`config.mk`:
```
export PLATFORM = sky130hd
export DESIGN_NAME = irq_bid_arbiter
export DESIGN_NICKNAME = d
export VERILOG_FILES = /design/src/rtl/irq_arb_pkg.sv /design/src/rtl/irq_bid_regs.sv /design/src/rtl/irq_bid_collect.sv /design/src/rtl/irq_bid_max.sv /design/src/rtl/irq_bid_arbiter.sv
export SDC_FILE = /design/constraint.sdc
export NUM_CORES = 1
export LEC_CHECK = 0
export ABC_AREA = 0
export BUFFER_PORTS_ARGS = -buffer_cell sky130_fd_sc_hd__buf_4
export CORE_MARGIN = 2
export CORE_UTILIZATION = 40
export DETAILED_ROUTE_END_ITERATION = 8
export GPL_ROUTABILITY_DRIVEN = 0
export RECOVER_POWER = 25
export SETUP_SLACK_MARGIN = 0.05
export SYNTH_ARGS = -nofsm -noshare
export SYNTH_HDL_FRONTEND = slang
export SYNTH_SLANG_ARGS = --single-unit
```
`constraint.sdc`:
```
create_clock -name clk -period 30.2 [get_ports clk]
set_input_delay 3.02 -clock clk [delete_from_list [all_inputs] [get_ports clk]]
set_output_delay 3.02 -clock clk [all_outputs]
set_load 0.03 [all_outputs]
```
`src/rtl/irq_arb_pkg.sv`:
```
// Package irq_arb_pkg
// Shared widths, bid record, type codes and bidding-register slots
// for the interrupt bid arbiter.
package irq_arb_pkg;
    localparam int PRIO_W = 8;
    localparam int CODE_W = 3;
    localparam int KEY_W  = PRIO_W + CODE_W;
    localparam int CNT_W  = 5;
    localparam int BYTE_W = 8;
    localparam int NBCR   = 6;
    localparam int PER_CH = 7;

    typedef struct packed {
        logic              vld;
        logic [KEY_W-1:0]  key;
        logic [BYTE_W-1:0] info;
    } bid_t;

    // Type codes placed in the current-interrupt byte for non-data sources
    localparam logic [CNT_W-1:0] TY_COS  = 5'd1;
    localparam logic [CNT_W-1:0] TY_ADR  = 5'd2;
    localparam logic [CNT_W-1:0] TY_FLOW = 5'd3;
    localparam logic [CNT_W-1:0] TY_BRK  = 5'd5;
    localparam logic [CNT_W-1:0] TY_CT   = 5'd6;
    localparam logic [CNT_W-1:0] TY_LBE  = 5'd7;

    // Bidding-register slots (offset from the bidding base address)
    localparam int S_COS  = 0;
    localparam int S_ADR  = 1;
    localparam int S_FLOW = 2;
    localparam int S_BRK  = 3;
    localparam int S_CT   = 4;
    localparam int S_LBE  = 5;
endpackage

```
`src/rtl/irq_bid_regs.sv`:
```
// Module irq_bid_regs
// Holds the threshold and the bidding registers and decodes the update
// command. Assumes single-cycle write strobes; the update command is a
// decode only, so its data is discarded.
module irq_bid_regs
    import irq_arb_pkg::*;
#(
    parameter int                ADDR_W   = 8,
    parameter logic [ADDR_W-1:0] THR_ADDR = 8'h60,
    parameter logic [ADDR_W-1:0] UPD_ADDR = 8'h61,
    parameter logic [ADDR_W-1:0] BCR_BASE = 8'h68
) (
    input  logic                          clk,
    input  logic                          rst_n,
    input  logic                          wr_en,
    input  logic [ADDR_W-1:0]             wr_addr,
    input  logic [BYTE_W-1:0]             wr_data,
    output logic [PRIO_W-1:0]             thr,
    output logic [NBCR-1:0][PRIO_W-1:0]   bcr,
    output logic                          upd_stb
);
    // Register writes for the threshold and the bidding registers
    always_ff @(posedge clk) begin
        if (!rst_n) begin
            thr <= '0;
            bcr <= '0;
        end else if (wr_en) begin
            if (wr_addr == THR_ADDR) thr <= wr_data;
            for (int k = 0; k < NBCR; k++) begin
                if (wr_addr == BCR_BASE + ADDR_W'(k)) bcr[k] <= wr_data;
            end
        end
    end

    // Update-command decode
    assign upd_stb = wr_en && (wr_addr == UPD_ADDR);
endmodule

```
`src/rtl/irq_bid_collect.sv`:
```
// Module irq_bid_collect
// Builds one bid record per source: the key and the byte it would
// present. Assumes at most two channels and two timers, since bit 0 of
// the code and of the byte names them. In watchdog mode every
// non-receiver source is masked.
module irq_bid_collect
    import irq_arb_pkg::*;
#(
    parameter int NCH  = 2,
    parameter int NCT  = 2,
    parameter int NSRC = PER_CH * NCH + NCT
) (
    input  logic                        wdog_any,
    input  logic [NCH-1:0]              rx_req,
    input  logic [NCH-1:0]              rx_err,
    input  logic [NCH*PRIO_W-1:0]       rx_prio,
    input  logic [NCH*CNT_W-1:0]        rx_cnt,
    input  logic [NCH-1:0]              tx_req,
    input  logic [NCH*PRIO_W-1:0]       tx_prio,
    input  logic [NCH*CNT_W-1:0]        tx_cnt,
    input  logic [NCH-1:0]              cos_req,
    input  logic [NCH-1:0]              adr_req,
    input  logic [NCH-1:0]              flow_req,
    input  logic [NCH-1:0]              brk_req,
    input  logic [NCH-1:0]              lbe_req,
    input  logic [NCT-1:0]              ct_req,
    input  logic [NBCR-1:0][PRIO_W-1:0] bcr,
    output bid_t [NSRC-1:0]             bids
);
    // Pack one bid; a zero priority or a low request never bids
    function automatic bid_t mk(input logic req, input logic [PRIO_W-1:0] p,
                                input logic [CODE_W-1:0] c, input logic [BYTE_W-1:0] v);
        bid_t b;
        b.vld  = req && (p != '0);
        b.key  = {p, c};
        b.info = v;
        return b;
    endfunction

    for (genvar ch = 0; ch < NCH; ch++) begin : g_ch
        localparam int   B  = ch * PER_CH;
        localparam logic CB = 1'(ch);
        logic oth;
        assign oth = !wdog_any;
        assign bids[B+0] = mk(rx_req[ch], rx_prio[ch*PRIO_W +: PRIO_W], {2'b11, CB},
                              {1'b1, rx_err[ch], rx_cnt[ch*CNT_W +: CNT_W], CB});
        assign bids[B+1] = mk(tx_req[ch] && oth, tx_prio[ch*PRIO_W +: PRIO_W], {2'b10, CB},
                              {2'b01, tx_cnt[ch*CNT_W +: CNT_W], CB});
        assign bids[B+2] = mk(cos_req[ch]  && oth, bcr[S_COS],  {2'b00, CB}, {2'b00, TY_COS,  CB});
        assign bids[B+3] = mk(adr_req[ch]  && oth, bcr[S_ADR],  {2'b00, CB}, {2'b00, TY_ADR,  CB});
        assign bids[B+4] = mk(flow_req[ch] && oth, bcr[S_FLOW], {2'b00, CB}, {2'b00, TY_FLOW, CB});
        assign bids[B+5] = mk(brk_req[ch]  && oth, bcr[S_BRK],  {2'b00, CB}, {2'b00, TY_BRK,  CB});
        assign bids[B+6] = mk(lbe_req[ch]  && oth, bcr[S_LBE],  {2'b00, CB}, {2'b00, TY_LBE,  CB});
    end

    for (genvar k = 0; k < NCT; k++) begin : g_ct
        localparam logic KB = 1'(k);
        assign bids[PER_CH*NCH + k] = mk(ct_req[k] && !wdog_any, bcr[S_CT], {2'b00, KB},
                                         {2'b00, TY_CT, KB});
    end
endmodule

```
`src/rtl/irq_bid_max.sv`:
```
// Module irq_bid_max
// One-cycle registered maximum search over all bids. Only a strictly
// larger key displaces the current best, so the earlier source in the
// list keeps an equal-key tie. The watchdog mode is registered with the
// winner so that the two stay aligned.
module irq_bid_max
    import irq_arb_pkg::*;
#(
    parameter int NSRC = 16
) (
    input  logic            clk,
    input  logic            rst_n,
    input  bid_t [NSRC-1:0] bids,
    input  logic            wdog_any,
    output bid_t            win,
    output logic            wdog_q
);
    bid_t best;

    // Linear scan for the largest valid key
    always_comb begin
        best = '0;
        for (int i = 0; i < NSRC; i++) begin
            if (bids[i].vld && (!best.vld || bids[i].key > best.key)) best = bids[i];
        end
    end

    // Register the winner and the mode
    always_ff @(posedge clk) begin
        if (!rst_n) begin
            win    <= '0;
            wdog_q <= 1'b0;
        end else begin
            win    <= best;
            wdog_q <= wdog_any;
        end
    end
endmodule

```
`src/rtl/irq_bid_arbiter.sv`:
```
// Module irq_bid_arbiter (top)
// Gates the registered winner with the threshold to form the interrupt
// request, and freezes the winner's byte on acknowledge or on the update
// command. Assumes NCH and NCT are at most 2.
module irq_bid_arbiter
    import irq_arb_pkg::*;
#(
    parameter int NCH    = 2,
    parameter int NCT    = 2,
    parameter int ADDR_W = 8
) (
    input  logic                   clk,
    input  logic                   rst_n,
    input  logic                   wr_en,
    input  logic [ADDR_W-1:0]      wr_addr,
    input  logic [7:0]             wr_data,
    input  logic                   iack,
    input  logic [NCH-1:0]         rx_req,
    input  logic [NCH-1:0]         rx_err,
    input  logic [NCH*8-1:0]       rx_prio,
    input  logic [NCH*5-1:0]       rx_cnt,
    input  logic [NCH-1:0]         tx_req,
    input  logic [NCH*8-1:0]       tx_prio,
    input  logic [NCH*5-1:0]       tx_cnt,
    input  logic [NCH-1:0]         cos_req,
    input  logic [NCH-1:0]         adr_req,
    input  logic [NCH-1:0]         flow_req,
    input  logic [NCH-1:0]         brk_req,
    input  logic [NCH-1:0]         lbe_req,
    input  logic [NCH-1:0]         wdog_pend,
    input  logic [NCT-1:0]         ct_req,
    output logic                   irq_n,
    output logic [7:0]             cur_irq
);
    localparam int NSRC = PER_CH * NCH + NCT;

    logic [PRIO_W-1:0]           thr;
    logic [NBCR-1:0][PRIO_W-1:0] bcr;
    logic                        upd_stb;
    logic                        wdog_any;
    logic                        wdog_q;
    bid_t [NSRC-1:0]             bids;
    bid_t                        win;
    logic                        win_vld;
    logic [PRIO_W-1:0]           win_prio;
    logic [BYTE_W-1:0]           win_info;
    logic                        qual;

    assign wdog_any = |wdog_pend;

    irq_bid_regs #(.ADDR_W(ADDR_W)) u_regs (
        .clk(clk), .rst_n(rst_n), .wr_en(wr_en), .wr_addr(wr_addr),
        .wr_data(wr_data), .thr(thr), .bcr(bcr), .upd_stb(upd_stb)
    );

    irq_bid_collect #(.NCH(NCH), .NCT(NCT), .NSRC(NSRC)) u_collect (
        .wdog_any(wdog_any), .rx_req(rx_req), .rx_err(rx_err), .rx_prio(rx_prio),
        .rx_cnt(rx_cnt), .tx_req(tx_req), .tx_prio(tx_prio), .tx_cnt(tx_cnt),
        .cos_req(cos_req), .adr_req(adr_req), .flow_req(flow_req),
        .brk_req(brk_req), .lbe_req(lbe_req), .ct_req(ct_req), .bcr(bcr),
        .bids(bids)
    );

    irq_bid_max #(.NSRC(NSRC)) u_max (
        .clk(clk), .rst_n(rst_n), .bids(bids), .wdog_any(wdog_any),
        .win(win), .wdog_q(wdog_q)
    );

    assign win_vld  = win.vld;
    assign win_prio = win.key[KEY_W-1 -: PRIO_W];
    assign win_info = win.info;

    // Winner qualifies if it beats the threshold, or in watchdog mode
    assign qual  = win_vld && (wdog_q || (win_prio > thr));
    assign irq_n = !qual;

    // Freeze the qualifying winner, or zero, on acknowledge or update
    always_ff @(posedge clk) begin
        if (!rst_n)              cur_irq <= '0;
        else if (iack || upd_stb) cur_irq <= qual ? win_info : '0;
    end
endmodule

```
==> summary.md, run 1 <==
| Metric | Value |
|---|---|
| R2r endpoint | `u_max.win[17]` |
| Startpoint types | `input pin` |
| RR Startpoint | `u_regs.bcr[2]` |
| CP max stage cell | `or4b_4` |
| Initial antenna violation count | `0` |
| Synth Area per Inst | `between 7 and 8 µm²` |
| Vias | `~9,900` |
| DRT antenna net count | `0` |
| Max-slew headroom | `37.0%` |
| Fraction of layout cells with a size suffix above 1 | `31.2%` |
| Initial core utilization | `41.1%` |
| ANT cells | `0` |
| Critical path class | `input pin to flip-flop` |
| Syn Nets | `approximately 1,400` |
| Final Hold Fails | `0` |
| Vias per Instance | `5.84` |
| Setup violations, final | `0` |
| Status | `finished clean` |
| Total track usage | `about a quarter` |
| Post-Synth Simple-Gate Area | `a little over a fifth` |
| CP Max Fanout | `16` |
| Synth cell types | `83` |
| Post-synth EDFFs | `0` |
| DP Wirelength | `25,500 µm` |
| Slew @ Worst Pin | `~0.94 ns` |
| Prevailing post-synth register cell | `dfxtp_1` |
| Most frequent CP cell | `ha_1` |
| Starting DRT DRC Count | `between 700 and 800` |
| Async set or reset register ratio after synthesis | `0%` |
| Cell Pwr Density | `between 20 and 30 mW/mm²` |
| Clk_skew | `about 0.0091 ns` |
| Gr ovfl total | `0` |
| Final Slew Violations | `0` |
| CP arrival | `29.39 ns` |
| Min-Delay Path Class | `flip-flop to flip-flop` |
| Sequential share of the synthesized area | `a little under a fifth` |
| Core Area | `approximately 0.022 mm²` |
| Worst Path Required | `~30 ns` |
| Fin Setup TNS | `0 ns` |
| Cells on worst reg2reg path | `around 140` |
| Syn Inst Count | `between 1,000 and 1,500` |
| Clock root buffer | `clkbuf_16` |
| DR WL/cell | `approximately 19 µm` |
| Hold_sp | `cur_irq[0]` |
| DRC Markers | `0` |
| Highest clock rate | `0.0343 GHz` |
| Synth Area in Adders | `16.6%` |
| Post-synthesis mux area share | `a little over an eighth` |
| Final nets | `about 1,600` |
| Clock sinks | `between 80 and 90` |
| Ports | `a little over 100` |
| Number of buffers created by CTS | `9` |
| Syn Std Cell Area | `roughly 0.0090 mm²` |
| Worst-path clk slew | `approximately 0.060 ns` |
| # H-tree levels | `3` |
| FP Rows | `54` |
| Die X | `154 µm` |
| Area grow syn2layout | `35.3%` |
| Vias in the first global route | `9,173` |
| Largest net degree at the start of global routing | `between 60 and 70` |
| Die area | `roughly 0.024 mm²` |
| Main combinational cell family by area after synthesis | `compound AO/OA/AOI/OAI gates` |
| CP peak stage delay | `between 0.4 and 0.5 ns` |
| Xor/xnor cell area share of the yosys netlist | `less than 1%` |
| Worst Hold Path Cells | `2` |
| Yosys reg bits | `between 80 and 90` |
| Max clock buf depth | `2` |
| Worst Hold End | `cur_irq[0]` |
| Wirelength, routed | `between 30,000 and 40,000 µm` |
| Die height | `approximately 150 µm` |
| Max capacitance violation total | `0` |
| Synth Warn # | `0` |
| Area contributors post-synth | `dfxtp_1, ha_1, mux2i_1, a21oi_1, nor2_1` |
| First-pass GRT wire length | `between 40,000 and 50,000 µm` |
| I/O Buffers | `100` |
| Yosys top cell by area | `dfxtp_1` |
| Complex-gate fraction of the synthesized area | `about a quarter` |
| Worst Setup End Kind | `flip-flop` |
| Flop-to-flop setup slack | `4.36 ns` |
| Top cell type's share of synthesized area | `between 10% and 20%` |
| CTS tree | `built` |
| Tmin final | `29.15 ns` |
| Lkg Pwr | `about 5.6 nW` |
| Hold slack final | `approximately 0.49 ns` |
| Drt first pass iters | `5` |
| Worst-Skew Late Latency | `about 0.35 ns` |
| Period utilisation layout | `a little over nine tenths` |
| Max rail drop VDD | `26.8 µV` |
final cells by class:
cell class                 instances  area, µm²
inverter                          97        364
clock inverter                     5       37.5
multi-input combinational        947       7550
clock buffer                      11        253
timing repair buffer             267       2010
fill                            2029       9760
tap                              280        350
sequential                        82       1640
through the flow:
step	total power [mW]	utilization, %	worst slack [ns]	cells	instance area [µm²]
after floorplan	0.179	-	0.0564	1166	9110
after global placement	0.230	50.1	-0.645	1636	11000
after detailed placement	0.230	50.1	-1.12	1636	11000
after CTS	0.339	51.9	0.0615	1654	11400
after global routing	0.373	55.6	-0.284	1689	12200
final	0.353	55.6	1.05	1689	12200
sequential cells by signal, indices dropped and copies added, names as in the netlist:
name / flops
cur_irq: 8
u_max.win: 17
u_regs.thr: 8
u_max.wdog_q: 1
u_regs.bcr: 48
metal layers:
layer  routed length [µm]  global-route usage, %
met2                14400                   40.8
met1                14700                   36.1
met5                    0                      0
met3                 2170                   3.52
met4                 1290                   10.7
cells in the final DEF, fill, tap and decap left out, types with 14 or more instances in the layout:
cell / netlist / final
buf_4: 0 / 243
ha_1: 119 / 114
nor2_1: 114 / 111
inv_1: 96 / 96
nand2_1: 98 / 93
dfxtp_1: 82 / 82
mux2i_1: 82 / 69
a21oi_1: 91 / 68
o21ai_0: 54 / 33
nand3_1: 28 / 27
a21o_1: 25 / 25
a21oi_2: 0 / 21
nand4_1: 18 / 18
o21ai_1: 6 / 17
mux2_2: 25 / 17
nor3_1: 20 / 17
a31oi_1: 17 / 15
o21a_1: 15 / 14
synth_stat cells (4+ instances only):
cell,count
nor3b_1,11
or3_1,9
a21oi_1,91
o21ai_1,6
a211oi_1,14
nor4_1,12
o22ai_1,7
a31oi_1,17
dfxtp_1,82
a21o_1,25
nand4_1,18
mux2_2,25
clkbuf_1,33
ha_1,119
o211ai_1,12
nand2b_1,8
o21a_1,15
a211o_1,6
and2_1,13
mux2_4,4
mux2i_1,82
nand2_1,98
nor2b_1,10
o2111ai_1,4
o211a_1,5
a2111oi_0,4
a21boi_0,9
a31o_2,4
and3_1,10
o21ai_0,54
nor2_1,114
and4_1,9
buf_1,4
nand3_1,28
or4_1,8
inv_1,96
buf_2,4
nor3_1,20
worst max-delay path: cells and delay by family:
kind,cells,cell delay [ns]
AOI/OAI and AO/OA,67,12.27
muxes,8,2.29
buffers and inverters,24,3.04
adders and majority gates,15,4.27
and+or+nand+nor,32,4.50
worst max-delay path by stage:
stage / start / to
2_1_floorplan: rx_req[0] / u_max.win[3]
3_3_place_gp: rx_req[0] / u_max.win[18]
3_5_place_dp: rx_req[0] / u_max.win[15]
4_1_cts: rx_req[0] / u_max.win[16]
5_1_grt: rx_req[0] / u_max.win[11]
6_report: rx_req[0] / u_max.win[17]
cells by family (layout without fill, tap and decap cells):
kind of cell               Yosys count  after routing
AOI/OAI and AO/OA                  317            318
DFF                                 82             82
adders and majority gates          120            120
buffers and inverters              140            380
and+or+nand+nor                    391            393
xor gates and xnor gates             3              3
muxes                              113            113
power by group:
group | switching [mW] | internal, mW
clock network | 0.0458 | 0.0604
registers | 0.00126 | 0.111
logic | 0.0703 | 0.0645
what timing repair did:
item                       4_1_cts  5_1_grt
gates cloned                     0        5
pin swaps                        1       44
hold buffers                     0        0
setup buffers                    2       30
setup endpoints to repair       16       16
gates resized for setup         24      143
(Power assumes the default switching activity.)
==> run 2: changes to the inputs <==
--- a/config.mk
+++ b/config.mk
@@ -8,9 +8,10 @@
 export ABC_AREA = 0
 export BUFFER_PORTS_ARGS = -buffer_cell sky130_fd_sc_hd__buf_4
 export CORE_MARGIN = 2
-export CORE_UTILIZATION = 40
+export CORE_UTILIZATION = 55
 export DETAILED_ROUTE_END_ITERATION = 8
 export GPL_ROUTABILITY_DRIVEN = 0
+export PLACE_DENSITY = 0.79
 export RECOVER_POWER = 25
 export SETUP_SLACK_MARGIN = 0.05
 export SYNTH_ARGS = -nofsm -noshare
==> run 2 against run 1 <==
Cell count shrank 7.6%. Hold slack better by 0.0051 ns. Clock-buffer cell count down 2. Design area is 4.3% lower. First-iteration DRC count rose by 44%. Clock skew rose by 0.0040 ns. Die area fell by 27%. Largest cell class unchanged. Highest routed layer unchanged. Clock power barely moved. Wire length shrank 0.84%. Fmax down 2.7%. Combinational power down 4%.
==> summary.md, run 2 (synthesis results as in run 1) <==
| Metric | Value |
|---|---|
| Starting DRT DRC Count | `1,132 (was 787)` |
| Worst-Skew Late Latency | `0.35 ns (about the same)` |
| Highest clock rate | `0.0334 GHz (was 0.0343 GHz)` |
| Final Hold Fails | `0 (unchanged)` |
| Comb pwr share | `37.0% (was 38.2%)` |
| Max capacitance violation total | `0 (unchanged)` |
| Switching share of power | `35.1% (was 33.2%)` |
| Reg power frac | `32.1% (was 31.7%)` |
| Vias per Instance | `6.60 (was 5.84)` |
| Final Slew Violations | `0 (unchanged)` |
| Worst-path clk slew | `0.07 ns (was 0.06 ns)` |
| Internal | `0.226 mW (was 0.236 mW)` |
| Die X | `132 µm (was 154 µm)` |
| Max-slew headroom | `20.3% (was 37.0%)` |
| Total track usage | `33.2% (was 26.1%)` |
| Status | `finished clean (unchanged)` |
| Max rail drop VDD | `25.3 µV (was 26.8 µV)` |
| Final core occ | `73.2% (was 55.6%)` |
| CTS tree | `built (unchanged)` |
| Bufs and invs on worst path | `22 (was 24)` |
| CP arrival | `30.24 ns (was 29.39 ns)` |
| Most common cell after layout, fill and taps aside | `buf_4 (unchanged)` |
| Critical path class | `input pin to flip-flop (unchanged)` |
| Initial core utilization | `56.6% (was 41.1%)` |
| Lkg Pwr | `5.32 nW (was 5.61 nW)` |
| Area grow syn2layout | `29.4% (was 35.3%)` |
| ANT cells | `0 (unchanged)` |
| Ports | `101 (unchanged)` |
| Worst Setup End Kind | `flip-flop (unchanged)` |
| Min-Delay Path Class | `flip-flop to flip-flop (unchanged)` |
| Slew @ Worst Pin | `1.19 ns (was 0.944 ns)` |
| Hold Buf Count CTS | `0 (unchanged)` |
| First-pass GRT wire length | `47,300 µm (was 49,200 µm)` |
| Die height | `132 µm (was 154 µm)` |
| Top delay family on crit path | `compound AO/OA/AOI/OAI gates (unchanged)` |
| Most frequent CP cell | `ha_1 (unchanged)` |
| DR WL/cell | `20.7 µm (was 19.3 µm)` |
| CP max stage cell | `or4b_4 (unchanged)` |
| Filler cells | `1,131 (was 2,029)` |
| DRC Markers | `0 (unchanged)` |
| Clock Power Share | `30.9% (was 30.1%)` |
| Reg with most FFs | `u_regs.bcr (unchanged)` |
| Max clock buf depth | `2 (unchanged)` |
| Final nets | `1,551 (was 1,615)` |
| Wirelength, routed | `32,200 µm (was 32,500 µm)` |
| Initial antenna violation count | `0 (unchanged)` |
| Clock sinks | `82 (unchanged)` |
| Drt first pass iters | `8 (was 5)` |
| Worst Path Required | `30.48 ns (was 30.43 ns)` |
| Largest net degree at the start of global routing | `71 (was 61)` |
| Flop-to-flop setup slack | `3.98 ns (was 4.36 ns)` |
| I/O Buffers | `100 (unchanged)` |
| DRT antenna net count | `0 (unchanged)` |
| DP Wirelength | `23,400 µm (was 25,500 µm)` |
| Tmin final | `29.96 ns (was 29.15 ns)` |
| Most frequent cells in the layout | `buf_4, ha_1, nor2_1 (unchanged)` |
| Die area | `0.0174 mm² (was 0.0238 mm²)` |
| Number of buffers created by CTS | `9 (unchanged)` |
| Startpoint types | `input pin (unchanged)` |
| Clock root buffer | `clkbuf_16 (unchanged)` |
| Fin Setup TNS | `0 ns (unchanged)` |
| Cell Pwr Density | `29.8 mW/mm² (was 28.9 mW/mm²)` |
| # H-tree levels | `3 (unchanged)` |
| Period utilisation layout | `99.2% (was 96.5%)` |
| Vias | `10,300 (was 9,861)` |
| Biggest regs | `u_regs.bcr: 48 flops, u_max.win: 17 flops (unchanged)` |
| CP Max Fanout | `16 (unchanged)` |
| Fraction of layout cells with a size suffix above 1 | `28.6% (was 31.2%)` |
| Vias in the first global route | `9,201 (was 9,173)` |
| FP Rows | `46 (was 54)` |
| Core Area | `0.0159 mm² (was 0.0220 mm²)` |
| CP peak stage delay | `0.52 ns (was 0.49 ns)` |
| Switch Pwr | `0.122 mW (was 0.117 mW)` |
| Gr ovfl total | `0 (unchanged)` |
| Clk_skew | `0.0131 ns (was 0.00910 ns)` |
| Setup violations, final | `0 (unchanged)` |
| Largest register FFs | `48 (unchanged)` |
run 2: metal layers:
layer / track usage, % / share of wire, %
met5: 0 / 0
met4: 13.5 / 5.2
met3: 5.57 / 11
met2: 52.4 / 44
met1: 45.0 / 39
run 2: cell type report:
class                   count  area (µm²)  share of cell area [%]
well taps                 216         270                    2.32
repair buffers            203        1550                    13.3
clock inverters             7        71.3                   0.611
flip-flops and latches     82        1640                    14.1
multi-input cells         947        7550                    64.6
inverters                  97         364                    3.12
clock buffers               9         225                    1.93
run 2: through the flow:
step	setup slack [ns]	hold WS, ns	cells	power, mW	area [µm²]
6_report	0.243	0.493	1561	0.348	11700
5_1_grt	-0.874	0.555	1561	0.363	11700
4_1_cts	0.0869	0.500	1519	0.327	10800
3_3_place_gp	-0.740	0.474	1495	0.215	10300
2_1_floorplan	0.0564	0.460	1166	0.179	9110
3_5_place_dp	-1.53	0.483	1495	0.217	10300
run 2: final timing paths:
kind / startpoint / endpoint / cells past startpoint
max: rx_req[0] / u_max.win[16] / 144
min: cur_irq[4] / cur_irq[4] / 2
max reg2reg: u_regs.bcr[3] / u_max.win[16] / 129
min reg2reg: cur_irq[4] / cur_irq[4] / 2
run 2: tightest hold or removal path, stage by stage (launching register included):
cell     delay [ns]
dfxtp_1        0.33
a21oi_1        0.06
nor2_1         0.07
run 2: power groups by stage:
| stage | clock network, mW | registers [mW] | logic (mW) |
|---|---|---|---|
| floorplan | 0 | 0.114 | 0.0649 |
| global placement | 0 | 0.114 | 0.101 |
| detailed placement | 0 | 0.114 | 0.103 |
| CTS | 0.108 | 0.112 | 0.107 |
| global route | 0.113 | 0.112 | 0.138 |
| finish | 0.108 | 0.112 | 0.129 |
run 2: timing repair:
item | 4_1_cts | 5_1_grt
endpoints found under the setup margin | 16 | 16
pin swaps | 6 | 50
gates cloned | 1 | 4
gates resized for setup | 26 | 148
setup buffers | 7 | 38
==> run 3: changes to the inputs <==
--- a/config.mk
+++ b/config.mk
@@ -7,11 +7,13 @@
 export LEC_CHECK = 0
 export ABC_AREA = 0
 export BUFFER_PORTS_ARGS = -buffer_cell sky130_fd_sc_hd__buf_4
+export CELL_PAD_IN_SITES_DETAIL_PLACEMENT = 1
+export CELL_PAD_IN_SITES_GLOBAL_PLACEMENT = 2
 export CORE_MARGIN = 2
-export CORE_UTILIZATION = 55
+export CORE_UTILIZATION = 32
 export DETAILED_ROUTE_END_ITERATION = 8
 export GPL_ROUTABILITY_DRIVEN = 0
-export PLACE_DENSITY = 0.79
+export PLACE_DENSITY_LB_ADDON = 0.1
 export RECOVER_POWER = 25
 export SETUP_SLACK_MARGIN = 0.05
 export SYNTH_ARGS = -nofsm -noshare
==> run 3 against run 2 <==
Fmax is 3.0% higher. Non-clock buffer count is 183 higher. Sequential cell count stayed put. Power is 10% higher. Register-to-register slack better by 0.78 ns. Wire length is 22% higher. First-iteration DRC count is 59% lower. Utilization is 24 points lower. Design area is 16% higher. Via count hardly changed. Critical path depth is 14 higher. Critical endpoint is now u_max.win[2]. Largest cell class unchanged.
==> summary.md, run 3 (synthesis results as in run 1) <==
| Metric | Value |
|---|---|
| Status | `finished clean (unchanged)` |
| First-pass GRT wire length | `57,600 µm (was 47,300 µm)` |
| Most common cell after layout, fill and taps aside | `buf_4 (unchanged)` |
| Die area | `0.0295 mm² (was 0.0174 mm²)` |
| I/O Buffers | `100 (unchanged)` |
| Fraction of layout cells with a size suffix above 1 | `39.4% (was 28.6%)` |
| Clock root buffer | `clkbuf_16 (unchanged)` |
| Critical path class | `input pin to flip-flop (unchanged)` |
| CTS tree | `built (unchanged)` |
| Max rail drop VDD | `20.0 µV (was 25.3 µV)` |
| CP max stage cell | `or4_4 (was or4b_4)` |
| Clk_skew | `0.0135 ns (was 0.0131 ns)` |
| Min-Delay Path Class | `flip-flop to flip-flop (unchanged)` |
| Hold Buf Count CTS | `0 (unchanged)` |
| Die height | `172 µm (was 132 µm)` |
| Vias | `10,300 (about the same)` |
| Most frequent cells in the layout | `buf_4, nor2_1, ha_1 (was buf_4, ha_1, nor2_1)` |
| DP Wirelength | `30,900 µm (was 23,400 µm)` |
| Worst-path clk slew | `0.07 ns (about the same)` |
| FP Rows | `61 (was 46)` |
| Final Hold Fails | `0 (unchanged)` |
| Biggest regs | `u_regs.bcr: 48 flops, u_max.win: 17 flops (unchanged)` |
| Max-slew headroom | `29.1% (was 20.3%)` |
| Core Area | `0.0278 mm² (was 0.0159 mm²)` |
| Wirelength, routed | `39,200 µm (was 32,200 µm)` |
| DR WL/cell | `20.6 µm (was 20.7 µm)` |
| Total track usage | `25.4% (was 33.2%)` |
| Worst Setup End Kind | `flip-flop (unchanged)` |
| Initial antenna violation count | `0 (unchanged)` |
| Drt first pass iters | `5 (was 8)` |
| Vias in the first global route | `10,400 (was 9,201)` |
| Starting DRT DRC Count | `463 (was 1,132)` |
| DRT antenna net count | `0 (unchanged)` |
| Lkg Pwr | `6.21 nW (was 5.32 nW)` |
| Max clock buf depth | `2 (unchanged)` |
| Largest register FFs | `48 (unchanged)` |
| DRC Markers | `0 (unchanged)` |
| Number of buffers created by CTS | `9 (unchanged)` |
| Vias per Instance | `5.41 (was 6.60)` |
| CP arrival | `29.28 ns (was 30.24 ns)` |
| Highest clock rate | `0.0344 GHz (was 0.0334 GHz)` |
| Final nets | `1,732 (was 1,551)` |
| Die X | `172 µm (was 132 µm)` |
| # H-tree levels | `3 (unchanged)` |
| Overall Power | `0.384 mW (was 0.348 mW)` |
| Clock sinks | `82 (unchanged)` |
| Max capacitance violation total | `0 (unchanged)` |
| Reg with most FFs | `u_regs.bcr (unchanged)` |
| Period utilisation layout | `96.3% (was 99.2%)` |
| Worst Path Required | `30.40 ns (was 30.48 ns)` |
| Fin Setup TNS | `0 ns (unchanged)` |
| Setup violations, final | `0 (unchanged)` |
| Area grow syn2layout | `50.6% (was 29.4%)` |
| Slew @ Worst Pin | `1.06 ns (was 1.19 ns)` |
| CP Max Fanout | `8 (was 16)` |
| Gr ovfl total | `0 (unchanged)` |
| Final Slew Violations | `0 (unchanged)` |
| Startpoint types | `input pin (unchanged)` |
| ANT cells | `0 (unchanged)` |
| Initial core utilization | `32.5% (was 56.6%)` |
| Worst-Skew Late Latency | `0.36 ns (was 0.35 ns)` |
| Ports | `101 (unchanged)` |
| Cell Pwr Density | `28.3 mW/mm² (was 29.8 mW/mm²)` |
| Largest net degree at the start of global routing | `61 (was 71)` |
| Tmin final | `29.09 ns (was 29.96 ns)` |
| Filler cells | `3,381 (was 1,131)` |
| CP peak stage delay | `0.51 ns (was 0.52 ns)` |
run 3: changes by cell type in the layout (fill, tap and decap cells not counted), sizes merged:
| cell | change |
|---|---|
| inv | +2 |
| a21bo | -1 |
| nor2 | -1 |
| o31ai | +1 |
| buf | +183 |
| clkinvlp | -2 |
| nand2 | -1 |
run 3: timing repair:
item / in CTS / in global routing
gates resized for setup: 30 / 194
cloned: 1 / 1
endpoints found under the setup margin: 16 / 16
setup buffers: 10 / 39
pin swaps: 8 / 70
run 3: through the flow:
step                      setup slack, ns  hold WS (ns)  std cells  area, µm²  util (%)
after floorplan                    0.0564         0.460       1166       9110         -
after global placement              -1.04         0.477       1837      11900      42.8
after detailed placement            -1.69         0.487       1837      11900      42.8
after CTS                          0.0899         0.505       1864      12400      44.6
after global routing               -0.354         0.536       1904      13600      48.9
final                                1.11         0.494       1904      13600      48.9
run 3: cell type report:
cell class / instances / area (µm²) / share of cell area, %
flip-flops and latches: 82 / 1640 / 12.1
repair buffers: 386 / 2950 / 21.7
inverters: 97 / 364 / 2.68
clock buffers: 9 / 225 / 1.66
multi-input cells: 945 / 7860 / 57.9
clock inverters: 7 / 76.3 / 0.562
well taps: 378 / 473 / 3.48
run 3: path summary, 6_finish.rpt:
path | from | endpoint | slack, ns | cells after the start
worst max-delay path | rx_prio[5] | u_max.win[2] | 1.11 | 158
worst min-delay path | cur_irq[2] | cur_irq[2] | 0.49 | 2
worst max register to register | u_regs.bcr[1] | u_max.win[2] | 4.76 | 148
worst min register to register | cur_irq[2] | cur_irq[2] | 0.49 | 2
run 3: report_power, final:
part           leakage [nW]  total (mW)  internal (mW)  switching, mW
sequential            0.665       0.112          0.111        0.00122
combinational          5.40       0.161         0.0809         0.0802
clock                 0.149       0.111         0.0589         0.0522
run 3: critical path: cells and delay by family:
kind | cells | cell delay [ns]
adders and majority gates | 14 | 3.76
and+or+nand+nor | 34 | 4.49
buffers and inverters | 29 | 3.45
muxes | 6 | 1.65
AOI/OAI and AO/OA | 75 | 12.81
run 3: metal layers:
layer	up-vias	track usage, %	wire length [µm]
met1	5012	33.8	18200
met4	0	6.10	939
met2	216	43.9	18700
li1	5017	-	-
met5	-	0	0
met3	59	2.86	1390
